### config.mk
export PLATFORM = sky130hd
export DESIGN_NAME = strrep_seq
export DESIGN_NICKNAME = d
export VERILOG_FILES = /design/src/rtl/strrep_pkg.sv /design/src/rtl/strrep_count.sv /design/src/rtl/strrep_cond.sv /design/src/rtl/strrep_ctrl.sv /design/src/rtl/strrep_seq.sv
export SDC_FILE = /design/constraint.sdc
export NUM_CORES = 1
export LEC_CHECK = 0
export ABC_AREA = 1
export ABC_CLOCK_PERIOD_IN_PS = 1600
export BUFFER_PORTS_ARGS = -buffer_cell sky130_fd_sc_hd__buf_2
export CAP_MARGIN = 20
export CORE_AREA = 2 2 116 84
export CTS_CLUSTER_SIZE = 25
export DETAILED_ROUTE_END_ITERATION = 7
export DIE_AREA = 0 0 118 86
export HOLD_SLACK_MARGIN = 0.15
export MAX_ROUTING_LAYER = met4
export PLACE_DENSITY = 0.58
export SYNTH_ARGS = -nofsm -noshare
export SYNTH_HDL_FRONTEND = slang
export SYNTH_SLANG_ARGS = --single-unit
### constraint.sdc
create_clock -name clk -period 1.6 [get_ports clk]
set_input_delay 0.32 -clock clk [delete_from_list [all_inputs] [get_ports clk]]
set_output_delay 0.32 -clock clk [all_outputs]
set_load 0.01 [all_outputs]
### src/rtl/strrep_pkg.sv
package strrep_pkg;

   localparam int OPC_W = 3;

   localparam logic [OPC_W-1:0] OPC_MOVE  = 3'd0;
   localparam logic [OPC_W-1:0] OPC_STORE = 3'd1;
   localparam logic [OPC_W-1:0] OPC_PIN   = 3'd2;
   localparam logic [OPC_W-1:0] OPC_POUT  = 3'd3;
   localparam logic [OPC_W-1:0] OPC_CMP   = 3'd4;
   localparam logic [OPC_W-1:0] OPC_SCAN  = 3'd5;

   typedef enum logic [2:0] {
      SQ_IDLE  = 3'd0,
      SQ_TEST  = 3'd1,
      SQ_INTR  = 3'd2,
      SQ_FIRE  = 3'd3,
      SQ_WAIT  = 3'd4,
      SQ_FIN   = 3'd5
   } seq_st_t;

   typedef enum logic [1:0] {
      XC_COUNT   = 2'b00,
      XC_COND    = 2'b01,
      XC_ILLEGAL = 2'b10
   } xcause_t;

   function automatic logic opc_is_string(input logic [OPC_W-1:0] opc);
      return (opc <= OPC_SCAN);
   endfunction

   function automatic logic opc_tests_zf(input logic [OPC_W-1:0] opc);
      return (opc == OPC_CMP) || (opc == OPC_SCAN);
   endfunction

endpackage

### src/rtl/strrep_count.sv
module strrep_count #(
   parameter int CNT_W    = 32,
   parameter int NARROW_W = 16
) (
   input  logic             clk,
   input  logic             rst_n,
   input  logic             load,
   input  logic [CNT_W-1:0] load_val,
   input  logic             dec,
   input  logic             wide,
   output logic [CNT_W-1:0] cnt,
   output logic             is_zero
);

   localparam int UPPER_W = CNT_W - NARROW_W;

   generate
      if (NARROW_W < 1 || NARROW_W >= CNT_W) begin : g_bad_width
         $error("strrep_count: NARROW_W must lie in 1..CNT_W-1");
      end
   endgenerate

   logic [CNT_W-1:0]    nxt;
   logic [NARROW_W-1:0] low_dec;

   assign low_dec = cnt[NARROW_W-1:0] - {{(NARROW_W-1){1'b0}}, 1'b1};

   always_comb begin
      nxt = cnt;
      if (load) begin
         nxt = load_val;
      end else if (dec) begin
         if (wide) begin
            nxt = cnt - {{(CNT_W-1){1'b0}}, 1'b1};
         end else begin
            nxt[NARROW_W-1:0] = low_dec;
         end
      end
   end

   always_ff @(posedge clk or negedge rst_n) begin
      if (!rst_n) cnt <= '0;
      else        cnt <= nxt;
   end

   assign is_zero = wide ? (cnt == '0) : (cnt[NARROW_W-1:0] == '0);

   // narrow decrements leave the upper part alone
   a_r7_upper_kept : assert property (@(posedge clk) disable iff (!rst_n)
      (dec && !load && !wide) |=> (cnt[CNT_W-1:NARROW_W] == $past(cnt[CNT_W-1:NARROW_W])))
      else $error("a_r7_upper_kept");

   // a decrement moves the low part down by exactly one
   a_r4_low_step : assert property (@(posedge clk) disable iff (!rst_n)
      (dec && !load) |=> (cnt[NARROW_W-1:0] == $past(cnt[NARROW_W-1:0]) - {{(NARROW_W-1){1'b0}}, 1'b1}))
      else $error("a_r4_low_step");

   logic unused_upper;
   assign unused_upper = (UPPER_W > 0);

endmodule

### src/rtl/strrep_cond.sv
module strrep_cond
   import strrep_pkg::*;
(
   input  logic [OPC_W-1:0] opc,
   input  logic             rep_ne,
   input  logic             zf,
   output logic             tests_zf,
   output logic             stop
);

   assign tests_zf = opc_tests_zf(opc);

   // repeat-while-equal stops on a clear flag, repeat-while-not-equal on a set one
   always_comb begin
      stop = 1'b0;
      if (tests_zf) begin
         if (rep_ne) stop = zf;
         else        stop = ~zf;
      end
   end

endmodule

### src/rtl/strrep_ctrl.sv
module strrep_ctrl
   import strrep_pkg::*;
(
   input  logic      clk,
   input  logic      rst_n,
   input  logic      go,
   input  logic      legal,
   input  logic      cnt_zero,
   input  logic      irq_pend,
   input  logic      irq_done,
   input  logic      prim_done,
   input  logic      stop,
   output logic      load,
   output logic      dec,
   output logic      busy,
   output logic      done,
   output logic      irq_ack,
   output logic      prim_start,
   output xcause_t   cause
);

   seq_st_t st, st_n;
   xcause_t cause_n;

   always_comb begin
      st_n    = st;
      cause_n = cause;
      case (st)
         SQ_IDLE: begin
            if (go) begin
               if (legal) begin
                  st_n = SQ_TEST;
               end else begin
                  st_n    = SQ_FIN;
                  cause_n = XC_ILLEGAL;
               end
            end
         end
         SQ_TEST: begin
            if (cnt_zero) begin
               st_n    = SQ_FIN;
               cause_n = XC_COUNT;
            end else if (irq_pend) begin
               st_n = SQ_INTR;
            end else begin
               st_n = SQ_FIRE;
            end
         end
         SQ_INTR: begin
            if (irq_done) st_n = SQ_FIRE;
         end
         SQ_FIRE: st_n = SQ_WAIT;
         SQ_WAIT: begin
            if (prim_done) begin
               if (stop) begin
                  st_n    = SQ_FIN;
                  cause_n = XC_COND;
               end else begin
                  st_n = SQ_TEST;
               end
            end
         end
         SQ_FIN:  st_n = SQ_IDLE;
         default: st_n = SQ_IDLE;
      endcase
   end

   always_ff @(posedge clk or negedge rst_n) begin
      if (!rst_n) begin
         st    <= SQ_IDLE;
         cause <= XC_COUNT;
      end else begin
         st    <= st_n;
         cause <= cause_n;
      end
   end

   assign load       = (st == SQ_IDLE) && go;
   assign dec        = (st == SQ_WAIT) && prim_done;
   assign busy       = (st != SQ_IDLE);
   assign done       = (st == SQ_FIN);
   assign irq_ack    = (st == SQ_INTR);
   assign prim_start = (st == SQ_FIRE);

   // the end strobe lasts one cycle
   a_r9_done_pulse : assert property (@(posedge clk) disable iff (!rst_n)
      done |=> !done)
      else $error("a_r9_done_pulse");

   // a finished interrupt service is followed straight by the primitive
   a_r3_ack_then_start : assert property (@(posedge clk) disable iff (!rst_n)
      (irq_ack && irq_done) |=> prim_start)
      else $error("a_r3_ack_then_start");

   // a failed zero-flag test closes the run with the condition cause
   a_r6_cond_exit : assert property (@(posedge clk) disable iff (!rst_n)
      (dec && stop) |=> (done && cause == XC_COND))
      else $error("a_r6_cond_exit");

   // an illegal request ends in the next cycle
   a_r8_illegal_fast : assert property (@(posedge clk) disable iff (!rst_n)
      (load && !legal) |=> (done && cause == XC_ILLEGAL))
      else $error("a_r8_illegal_fast");

endmodule

### src/rtl/strrep_seq.sv
module strrep_seq
   import strrep_pkg::*;
#(
   parameter int CNT_W    = 32,
   parameter int NARROW_W = 16
) (
   input  logic             clk,
   input  logic             rst_n,
   input  logic             go,
   input  logic [2:0]       op_kind,
   input  logic             rep_ne,
   input  logic             addr_wide,
   input  logic [CNT_W-1:0] cnt_in,
   input  logic             irq_pend,
   output logic             irq_ack,
   input  logic             irq_done,
   output logic             prim_start,
   input  logic             prim_done,
   input  logic             zf_in,
   output logic             busy,
   output logic             done,
   output logic [1:0]       exit_cause,
   output logic             ud_fault,
   output logic [CNT_W-1:0] cnt_out
);

   generate
      if (CNT_W > 64) begin : g_bad_cnt
         $error("strrep_seq: CNT_W above 64 is not supported");
      end
   endgenerate

   logic [OPC_W-1:0] opc_q;
   logic             ne_q;
   logic             wide_q;
   logic             load, dec, cnt_zero, stop, tests_zf, legal;
   xcause_t          cause;

   assign legal = opc_is_string(op_kind);

   always_ff @(posedge clk or negedge rst_n) begin
      if (!rst_n) begin
         opc_q  <= OPC_MOVE;
         ne_q   <= 1'b0;
         wide_q <= 1'b1;
      end else if (load) begin
         opc_q  <= op_kind;
         ne_q   <= rep_ne;
         wide_q <= addr_wide;
      end
   end

   strrep_count #(.CNT_W(CNT_W), .NARROW_W(NARROW_W)) u_count (
      .clk      (clk),
      .rst_n    (rst_n),
      .load     (load),
      .load_val (cnt_in),
      .dec      (dec),
      .wide     (wide_q),
      .cnt      (cnt_out),
      .is_zero  (cnt_zero)
   );

   strrep_cond u_cond (
      .opc      (opc_q),
      .rep_ne   (ne_q),
      .zf       (zf_in),
      .tests_zf (tests_zf),
      .stop     (stop)
   );

   strrep_ctrl u_ctrl (
      .clk        (clk),
      .rst_n      (rst_n),
      .go         (go),
      .legal      (legal),
      .cnt_zero   (cnt_zero),
      .irq_pend   (irq_pend),
      .irq_done   (irq_done),
      .prim_done  (prim_done),
      .stop       (stop),
      .load       (load),
      .dec        (dec),
      .busy       (busy),
      .done       (done),
      .irq_ack    (irq_ack),
      .prim_start (prim_start),
      .cause      (cause)
   );

   assign exit_cause = cause;
   assign ud_fault   = done && (cause == XC_ILLEGAL);

   // a primitive never starts with the count already at zero
   a_r4_start_nonzero : assert property (@(posedge clk) disable iff (!rst_n)
      prim_start |-> !cnt_zero)
      else $error("a_r4_start_nonzero");

   // a count-exhausted finish shows a zero count
   a_r2_count_exit_zero : assert property (@(posedge clk) disable iff (!rst_n)
      (done && exit_cause == XC_COUNT) |-> cnt_zero)
      else $error("a_r2_count_exit_zero");

   // the interrupt window and the primitive start never overlap
   a_r3_no_overlap : assert property (@(posedge clk) disable iff (!rst_n)
      $onehot0({irq_ack, prim_start, done}))
      else $error("a_r3_no_overlap");

   // the zero flag only steers compare and scan runs
   a_r5_flag_scope : assert property (@(posedge clk) disable iff (!rst_n)
      (busy && !tests_zf) |-> !stop)
      else $error("a_r5_flag_scope");

endmodule

==> reports/qor.csv, run 1 <==
stage;metric;value;unit
synth;yosysMostFrequentCell;nand2_1;
synth;ys_seq_area_share;33.4;%
drt;avgRoutedWirePerCell;13.6;um
critical_path;reg2reg_depth;9;
synth;synth_cells;492;
clock_network;cts.sinks;41;
place;dp_hpwl;7.35;mm
global_route;grt-ovfl-total;0;
global_route;grt_pass1_wl;16.6;mm
die;core;8960;um2
drt;drt_iter0_drc;220;
synth;netlist_area;3080;um2
sta;slew_viol_final;0;
power;power_density;1940;nW/um2
global_route;antenna_found_initial;0;
drt;postRouteAntennaNets;0;
sta;max_freq;0.600;GHz
sta;finalSetupTns;-246;ps
drt;vias_per_cell;4.73;
synth;ys_ff_latch;41;
global_route;grt_use_total;21.0;%
sta;period_share;104;%
synth;yosysTopAreaCellShare;32.5;%
critical_path;r2r_end;u_count.cnt[7]$_DFFE_PN0P_;
outcome;status;finished with violations;
drt;drc_errors;0;
clock_network;tritoncts;yes;
synth;synthTopCellsByArea;dfrtp_1, nand2_1, nor2_1, inv_1, o21ai_0;
synth;synth_ff_type;dfrtp_1;
synth;synth-edff-count;0;
critical_path;crit_end;irq_ack;
sta;setup_viol;10;
synth;yosysWarnings;0;
sta;period_minus_slack;1670;ps
die;die_w;118;um
min_path;hp-class;in -> reg;
die;io_pins;83;
layout;stdcell_area;4640;um2
drt;first_pass_iters;4;
layout;fill_cells;892;
sta;timing.final.hold_violations;0;
power;p_leak;2.40;nW
critical_path;crit_required;1280;ps
power;ir_worst_vdd;0.808;mV
sta;maxSlewHeadroom;83.1;%
global_route;grt_pass1_vias;3474;
sta;tightest_slew;252;ps
critical_path;end_kind;primary output;
clock_network;clkLatencyLatePin;300;ps
synth;syn_nets;537;
place;pre_cts_slack;-52.7;ps
place;dpl_cell_area;3960;um2
die;rows;29;
critical_path;path_cells;buf_4 > nor3_2 > buf_2;
place;portBuffers;81;
clock_network;h-tree-depth;2;
die;die_y;86;um
critical_path;cp.arrival;1350;ps
layout;num_antenna_cells;0;
die;start_util;34.3;%
critical_path;rr_startpoint;u_ctrl.st[0]$_DFFE_PN0P_;
sta;finClkSkew;9.37;ps
sta;rsz0062_at_grt;yes;
die;dieArea;10100;um2
global_route;grt_max_degree;42;
critical_path;worst-path-max-fanout;5;
clock_network;numCtsBuffers;5;
critical_path;slowest_stage;dfrtp_2;
critical_path;r2r_slack;-40;ps
layout;regArea;1040;um2
critical_path;crit_start;u_ctrl.st[0]$_DFFE_PN0P_;
layout;final_core_util;51.8;%
outcome;violations;setup timing;
sta;setup_ws;-65.5;ps
synth;async_flop_share;100;%
synth;ys_top_cells_by_count;nand2_1, nor2_1, inv_1;
layout;drive_above_1_share;38.0;%
synth;postSynthAreaPerCell;6.26;um2
drt;drt-total-wl;10.5;mm
clock_network;clkTransAtPathRegs;70;ps
layout;multiInputGateArea;2020;um2
layout;syn_to_final_growth;50.8;%
synth;netlist-cell-type-count;32;
synth;yosys.area.top_type;dfrtp_1;
critical_path;crit_path_start_kind;register;
layout;final_nets;688;
flow_run;maxCapViolCount;0;
clock_network;clockBufferDepth;2;
critical_path;worstSetupPathType;reg -> out;
sta;fin_hold_ws;232;ps
drt;vias;3630;
critical_path;cp_slowest_stage_delay;450;ps
clock_network;cts-root-buf;clkbuf_16;
place;gp_congestion;0.905;
## worst max-delay path, delay by kind of cell (launching register included)
family                 cells  cell delay [ps]
DFF                        1              450
buffers and inverters      2              330
and+or+nand+nor            1              260
## worst min path at each step
| stage | start | endpoint | slack [ps] | cells after the start |
|---|---|---|---|---|
| finish | rep_ne | ne_q$_DFFE_PN0P_ | 230 | 3 |
| global route | cnt_in[2] | u_count.cnt[2]$_DFFE_PN0P_ | 260 | 3 |
| CTS | rep_ne | ne_q$_DFFE_PN0P_ | 230 | 3 |
| detailed placement | rst_n | u_count.cnt[5]$_DFFE_PN0P_ | 320 | 2 |
| global placement | rst_n | u_count.cnt[5]$_DFFE_PN0P_ | 320 | 2 |
| floorplan | rst_n | ne_q$_DFFE_PN0P_ | 20 | 0 |
## kinds of logic (layout without fill, tap and decap cells)
| family | Yosys count | count (layout) | synth area share (%) |
|---|---|---|---|
| compound gates | 60 | 60 | 10.4 |
| xor+xnor | 4 | 4 | 1.14 |
| fa+ha+maj | 1 | 1 | 0.406 |
| buf+inv | 64 | 214 | 9.80 |
| flops | 41 | 41 | 33.4 |
| mux | 1 | 1 | 0.325 |
| simple gates | 321 | 323 | 44.6 |
## through the flow
step / instances / power, mW
floorplan: 492 / 4.85
global placement: 736 / 6.50
detailed placement: 736 / 6.60
CTS: 752 / 8.24
global route: 768 / 9.77
finish: 768 / 9.02
## power by group
part	leakage [nW]	switching [mW]	internal, mW	total [mW]
registers	0.504	0.542	1.52	2.06
clock network	0.0841	0.435	0.781	1.22
logic	1.81	3.26	2.48	5.75
## cell type report
class / count / share of cell area, %
multi-input combinational: 389 / 43.4
timing repair buffer: 155 / 22.9
sequential: 41 / 22.4
inverter: 51 / 4.26
tap: 124 / 3.34
clock buffer: 7 / 3.07
clock inverter: 1 / 0.647
## sequential cells by signal (all words and copies together) (netlist names)
register      count
ne_q              1
u_ctrl.cause      2
u_ctrl.st         3
u_count.cnt      32
wide_q            1
opc_q             2
## cell usage in the layout (no fill, tap or decap), types with 2 or more instances in the layout
cell       count
nand2_2        8
o22ai_1        5
clkbuf_16      5
inv_2          5
buf_6          4
nand2_1      153
nor2_1        63
nand4_1        7
buf_2         81
nand3_1       31
inv_1         44
o21ai_0       26
buf_4         63
dfrtp_2        9
xor2_1         4
dfrtp_1       31
nor3_1         2
a21oi_1       11
nor2_2        26
nand2_8        4
buf_12         5
nor2_4        19
o21ai_1       12
nor3_2         2
nand2_4        4
## what timing repair did
item | CTS | global route
endpoints found under the setup margin | 19 | 37
buffers inserted | 6 | 15
hold buffers | 1 | 0
pin swaps | 4 | 13
gates cloned | 1 | 2
endpoints found under the hold margin | 40 | 0
resized for setup | 21 | 74
## per-layer routing
metal,global-route usage (%),up-vias,part of all wire (%)
li1,-,1854,-
met1,27.7,1667,49
met2,33.5,100,44
met3,3.92,9,5.8
met4,4.93,0,0.76
met5,-,-,0
Power figures use the tool's default switching activity.
==> inputs of run 2 (changes only) <==
- CTS_BUF_LIST: not set -> sky130_fd_sc_hd__clkbuf_2
- CTS_CLUSTER_SIZE: 25 -> 30
==> run 2 against run 1 <==
Effect of this change:
- the run still ends with setup timing left
- die area is the same
- sequential power about the same
- worst hold slack got worse by 67 ps
- sequential share of layout area decreased by 1.4 points
- non-clock buffer count rose by 18
- critical endpoint is now u_count.cnt[20]$_DFFE_PN0P_
- design area grew 6.4%
- cell count grew 2.5%
==> reports/qor.csv, run 2 (synthesized netlist as in run 1, its figures left out) <==
stage;metric;value;unit;change
outcome;status;finished with violations;;unchanged
outcome;violations;setup timing;;unchanged
drt;drc_errors;0;;unchanged
layout;layoutNonFillerInstCount;787;;was 768
clock_network;numCtsBuffers;5;;unchanged
place;dpl_cell_area;3960;um2;unchanged
layout;final_cell_mix;nand2_1, buf_2, nor2_1;;was nand2_1, buf_2, nor2_1, buf_4, inv_1
layout;syn_to_final_growth;60.5;%;was 50.8%
layout;stdcell_area;4940;um2;was 4640 um2
drt;avgRoutedWirePerCell;14.3;um;was 13.6 um
die;rows;29;;unchanged
place;pre_cts_slack;-52.7;ps;unchanged
power;seqPwrFrac;22.2;%;was 22.8%
drt;postRouteAntennaNets;0;;unchanged
power;switching_power;4.46;mW;was 4.24 mW
critical_path;cp_slowest_stage_delay;450;ps;about the same
layout;largest_reg_flops;32;;unchanged
sta;slew_viol_final;0;;unchanged
die;start_util;34.3;%;unchanged
layout;final_core_util;55.1;%;was 51.8%
place;dp_cells;736;;unchanged
power;power_density;1860;nW/um2;was 1940 nW/um2
global_route;grt_pass1_vias;3580;;was 3474
critical_path;critPathBufInv;4;;was 2
clock_network;clkTransAtPathRegs;230;ps;was 70 ps
die;die_y;86;um;unchanged
clock_network;cts-root-buf;clkbuf_2;;was clkbuf_16
place;portBuffers;81;;unchanged
power;p_int;4.72;mW;was 4.78 mW
drt;first_pass_iters;4;;unchanged
sta;maxSlewHeadroom;83.0;%;was 83.1%
die;io_pins;83;;unchanged
flow_run;maxCapViolCount;0;;unchanged
layout;regMostFlops;u_count.cnt;;unchanged
layout;drive_above_1_share;39.2;%;was 38.0%
clock_network;clockBufferDepth;2;;unchanged
drt;vias_per_cell;4.75;;was 4.73
global_route;grt_use_total;22.4;%;was 21.0%
sta;timing.final.hold_violations;0;;unchanged
critical_path;slowest_stage;dfrtp_1;;was dfrtp_2
min_path;hp-class;in -> reg;;unchanged
clock_network;cts.sinks;41;;unchanged
power;comb_power_share;70.6;%;was 63.7%
critical_path;worstSetupPathType;reg -> reg;;was reg -> out
layout;final_common_cell;nand2_1;;unchanged
critical_path;critPathTopFamily;simple AND/OR/NAND/NOR gates;;was flip-flops
sta;setup_viol;38;;was 10
power;p_leak;2.50;nW;was 2.40 nW
global_route;grt_max_degree;42;;unchanged
layout;final_nets;707;;was 688
sta;tightest_slew;255;ps;was 252 ps
power;ir_worst_vdd;0.805;mV;was 0.808 mV
die;dieArea;10100;um2;unchanged
critical_path;worst-path-max-fanout;8;;was 5
drt;drt-total-wl;11.2;mm;was 10.5 mm
critical_path;cp.arrival;2240;ps;was 1350 ps
critical_path;end_kind;register;;was primary output
global_route;grt_pass1_wl;17.7;mm;was 16.6 mm
sta;max_freq;0.544;GHz;was 0.600 GHz
clock_network;clkLatencyLatePin;460;ps;was 300 ps
drt;drt_iter0_drc;245;;was 220
die;core;8960;um2;unchanged
layout;top_regs;u_count.cnt: 32 flops, u_ctrl.st: 3 flops;;unchanged
sta;period_minus_slack;1840;ps;was 1670 ps
die;die_w;118;um;unchanged
sta;finalSetupTns;-5280;ps;was -246 ps
critical_path;path_cells;buf_4 > buf_6 > nor2_4 > nand2_4 > nor2_4 > buf_6 > or2_4 > buf_12 > nand2_8 > nor2_4 > nand2_1 > nand2_1;;was buf_4 > nor3_2 > buf_2
power;p_sw_share;48.6;%;was 47.0%
sta;setup_ws;-239;ps;was -65.5 ps
layout;num_antenna_cells;0;;unchanged
critical_path;crit_required;2000;ps;was 1280 ps
power;clkPwrFrac;7.2;%;was 13.5%
sta;finClkSkew;30.1;ps;was 9.37 ps
global_route;antenna_found_initial;0;;unchanged
critical_path;crit_path_start_kind;register;;unchanged
global_route;grt-ovfl-total;0;;unchanged
place;gp_congestion;0.905;;unchanged
clock_network;tritoncts;yes;;unchanged
sta;rsz0062_at_grt;yes;;unchanged
sta;period_share;115;%;was 104%
critical_path;path_common_cell;nor2_4;;
drt;vias;3742;;was 3630
place;dp_hpwl;7.35;mm;unchanged
clock_network;h-tree-depth;2;;unchanged
-- run 2: final timing paths --
check	startpoint	endpoint	slack (ps)	cells after the start
worst max-delay path	u_ctrl.st[1]$_DFFE_PN0P_	u_count.cnt[20]$_DFFE_PN0P_	-240	12
worst min-delay path	cnt_in[12]	u_count.cnt[12]$_DFFE_PN0P_	160	3
worst max register to register	u_ctrl.st[1]$_DFFE_PN0P_	u_count.cnt[20]$_DFFE_PN0P_	-240	12
worst min register to register	u_ctrl.cause[0]$_DFFE_PN0P_	u_ctrl.cause[0]$_DFFE_PN0P_	540	2
max in group asynchronous	rst_n	wide_q$_DFFE_PN1P_	960	3
min in group asynchronous	rst_n	u_count.cnt[15]$_DFFE_PN0P_	330	3
-- run 2: repair_timing --
item	4_1_cts	5_1_grt
gates resized for setup	56	75
gates cloned	4	3
hold endpoints to repair	52	0
buffers inserted	10	17
hold buffers	12	0
endpoints found under the setup margin	32	49
pin swaps	11	21
-- run 2: per-layer routing --
metal | track usage (%) | wire length [um] | share of wire [%]
met5 | - | 0 | 0
met3 | 4.19 | 769 | 6.8
met2 | 35.6 | 5010 | 45
met4 | 4.60 | 114 | 1.0
met1 | 30.0 | 5360 | 48
-- run 2: stage by stage --
| step | total power, mW | hold WS (ps) |
|---|---|---|
| final | 9.19 | 165 |
| after global routing | 9.91 | 158 |
| after CTS | 8.18 | 154 |
| after detailed placement | 6.60 | 319 |
| after global placement | 6.50 | 319 |
| after floorplan | 4.85 | 24.4 |
-- run 2: tightest hold or removal path, cell delays in order --
cell	delay (ps)
buf_2	90
o21ai_2	60
o22ai_1	110
-- run 2: area by class of cell --
| cell class | instances | area [um2] |
|---|---|---|
| clock buffers | 6 | 30.0 |
| clock inverters | 2 | 33.8 |
| fillers | 864 | 4020 |
| inverters | 51 | 200 |
| multi-input cells | 390 | 2100 |
| flip-flops and latches | 41 | 1040 |
| well taps | 124 | 155 |
| repair buffers | 173 | 1380 |
-- run 2: power groups by stage --
stage / clock network, mW / logic (mW) / registers, mW
final: 0.657 / 6.49 / 2.04
after global routing: 0.716 / 7.11 / 2.09
after CTS: 0.673 / 5.55 / 1.95
after detailed placement: 0 / 4.63 / 1.97
after global placement: 0 / 4.54 / 1.95
after floorplan: 0 / 2.71 / 2.14
==> inputs of run 3 (changes only) <==
- BUFFER_PORTS_ARGS: -buffer_cell sky130_fd_sc_hd__buf_2 -> not set
- CAP_MARGIN: 20 -> not set
- DONT_BUFFER_PORTS: not set -> 1
- PLACE_DENSITY: 0.58 -> 0.57
==> run 3 against run 2 <==
Effect of this change:
- the run still ends with setup timing left
- sequential share of layout area is 0.45 points higher
- setup slack improved by 66 ps
- die area unchanged
- highest routed layer unchanged
- critical path depth is 1 lower
- design area is 2.6% lower
==> reports/qor.csv, run 3 (synthesized netlist as in run 1, its figures left out) <==
stage;metric;value;unit;change
sta;rsz0062_at_grt;yes;;unchanged
sta;tightest_slew;313;ps;was 255 ps
critical_path;cp_slowest_stage_delay;450;ps;about the same
die;core;8960;um2;unchanged
drt;wl_met2;4.94;mm;was 5.01 mm
outcome;status;finished with violations;;unchanged
layout;num_antenna_cells;0;;unchanged
sta;setup_viol;36;;was 38
die;rows;29;;unchanged
layout;largest_reg_flops;32;;unchanged
die;io_pins;83;;unchanged
place;portBuffers;0;;was 81
layout;fill_cells;885;;was 864
layout;layoutNonFillerInstCount;761;;was 787
layout;final_cell_mix;nand2_1, buf_4, nor2_1;;was nand2_1, buf_2, nor2_1
drt;vias;3740;;was 3742
global_route;grt_use_total;21.5;%;was 22.4%
critical_path;end_kind;register;;unchanged
global_route;antenna_found_initial;0;;unchanged
place;dp_hpwl;6.94;mm;was 7.35 mm
sta;setup_ws;-173;ps;was -239 ps
sta;timing.final.hold_violations;0;;unchanged
clock_network;tritoncts;yes;;unchanged
place;gp_congestion;0.893;;was 0.905
global_route;grt_pass1_wl;16.9;mm;was 17.7 mm
critical_path;worst-path-max-fanout;8;;unchanged
layout;syn_to_final_growth;56.3;%;was 60.5%
critical_path;slowest_stage;dfrtp_1;;unchanged
die;die_y;86;um;unchanged
global_route;grt_pass1_vias;3461;;was 3580
min_path;hp-class;in -> reg;;unchanged
outcome;violations;setup timing;;unchanged
clock_network;clockBufferDepth;2;;unchanged
layout;regMostFlops;u_count.cnt;;unchanged
drt;postRouteAntennaNets;0;;unchanged
critical_path;worstSetupPathType;reg -> reg;;unchanged
die;die_w;118;um;unchanged
die;dieArea;10100;um2;unchanged
sta;finClkSkew;16.0;ps;was 30.1 ps
clock_network;h-tree-depth;2;;unchanged
layout;final_nets;681;;was 707
layout;final_common_cell;nand2_1;;unchanged
layout;top_regs;u_count.cnt: 32 flops, u_ctrl.st: 3 flops;;unchanged
place;dp_cells;680;;was 736
power;ir_worst_vdd;0.775;mV;was 0.805 mV
sta;period_share;111;%;was 115%
clock_network;cts.sinks;41;;unchanged
critical_path;cp.arrival;2140;ps;was 2240 ps
layout;stdcell_area;4810;um2;was 4940 um2
clock_network;clkTransAtPathRegs;230;ps;about the same
critical_path;crit_required;1970;ps;was 2000 ps
clock_network;clkLatencyLatePin;440;ps;was 460 ps
global_route;grt-ovfl-total;0;;unchanged
clock_network;cts-root-buf;clkbuf_2;;unchanged
sta;period_minus_slack;1770;ps;was 1840 ps
layout;final_core_util;53.7;%;was 55.1%
power;power_density;1810;nW/um2;was 1860 nW/um2
global_route;grt_max_degree;56;;was 42
drt;top_layer;met4;;unchanged
layout;drive_above_1_share;30.5;%;was 39.2%
critical_path;path_cells;buf_4 > nor2_4 > nand2_4 > nor2_4 > buf_6 > buf_6 > or2_4 > buf_12 > nand2_8 > nand2_2 > nand2_1;;was buf_4 > buf_6 > nor2_4 > nand2_4 > nor2_4 > buf_6 > or2_4 > buf_12 > nand2_8 > nor2_4 > nand2_1 > nand2_1
sta;maxSlewHeadroom;78.9;%;was 83.0%
power;p_leak;2.37;nW;was 2.50 nW
drt;first_pass_iters;5;;was 4
sta;slew_viol_final;0;;unchanged
sta;max_freq;0.564;GHz;was 0.544 GHz
drt;m1WireLength;5.06;mm;was 5.36 mm
drt;drt_iter0_drc;224;;was 245
critical_path;crit_path_start_kind;register;;unchanged
die;start_util;34.3;%;unchanged
drt;wl_met3;764;um;was 769 um
drt;vias_per_cell;4.91;;was 4.75
place;dpl_cell_area;3730;um2;was 3960 um2
drt;drt-total-wl;10.9;mm;was 11.2 mm
flow_run;maxCapViolCount;0;;unchanged
drt;drc_errors;0;;unchanged
drt;avgRoutedWirePerCell;14.4;um;was 14.3 um
clock_network;numCtsBuffers;5;;unchanged
## run 3: metrics by stage
| step | power (mW) | setup WS (ps) | TNS [ps] | hold slack [ps] |
|---|---|---|---|---|
| 3_5_place_dp | 6.54 | -58.7 | -249 | 25.5 |
| 6_report | 8.73 | -173 | -4400 | 324 |
| 2_1_floorplan | 4.85 | 27.6 | 0 | 24.4 |
| 4_1_cts | 7.99 | -171 | -3050 | 285 |
| 3_3_place_gp | 6.47 | -28.9 | -81.2 | 25.7 |
| 5_1_grt | 9.43 | -250 | -7270 | 327 |
## run 3: final timing paths
kind                                     startpoint  slack (ps)                          end  cells after the start
min                                      op_kind[1]         320     u_ctrl.st[2]$_DFFE_PN0P_                      8
min in group asynchronous                     rst_n         340   u_count.cnt[5]$_DFFE_PN0P_                      2
max reg2reg                u_ctrl.st[1]$_DFFE_PN0P_        -170  u_count.cnt[20]$_DFFE_PN0P_                     11
max in group asynchronous                     rst_n         980           wide_q$_DFFE_PN1P_                      2
min reg2reg                    opc_q[2]$_DFFE_PN0P_         530         opc_q[2]$_DFFE_PN0P_                      2
max                        u_ctrl.st[1]$_DFFE_PN0P_        -170  u_count.cnt[20]$_DFFE_PN0P_                     11
## run 3: power breakdown
group / switching, mW / total [mW] / internal, mW
clock: 0.383 / 0.511 / 0.128
sequential: 0.461 / 1.96 / 1.49
combinational: 3.41 / 6.27 / 2.86
total: 4.25 / 8.73 / 4.48
## run 3: routing by layer
metal / up-vias / global-route usage (%)
met5: - / -
met4: 0 / 4.93
met3: 15 / 5.12
met2: 130 / 34.5
met1: 1746 / 27.7
li1: 1849 / -
## run 3: final cells by class
type	instances	area [um2]	area share (%)
Tap cell	124	155	3.22
Clock buffer	8	40.0	0.832
Multi-Input combinational cell	389	1980	41.2
Inverter	51	200	4.16
Sequential cell	41	1030	21.5
Timing Repair Buffer	148	1400	29.1
## run 3: what timing repair did
| action | in CTS | in global routing |
|---|---|---|
| setup endpoints to repair | 27 | 45 |
| cloned | 4 | 2 |
| setup buffers | 15 | 14 |
| pin swaps | 8 | 19 |
| hold buffers | 41 | 0 |
| resized for setup | 35 | 62 |
| hold endpoints to repair | 79 | 0 |
## run 3: worst max-delay path, delay by kind of cell (launching register included)
kind	cells	cell delay [ps]
flip-flops	1	450
AND/OR/NAND/NOR	7	760
buffers and inverters	4	500
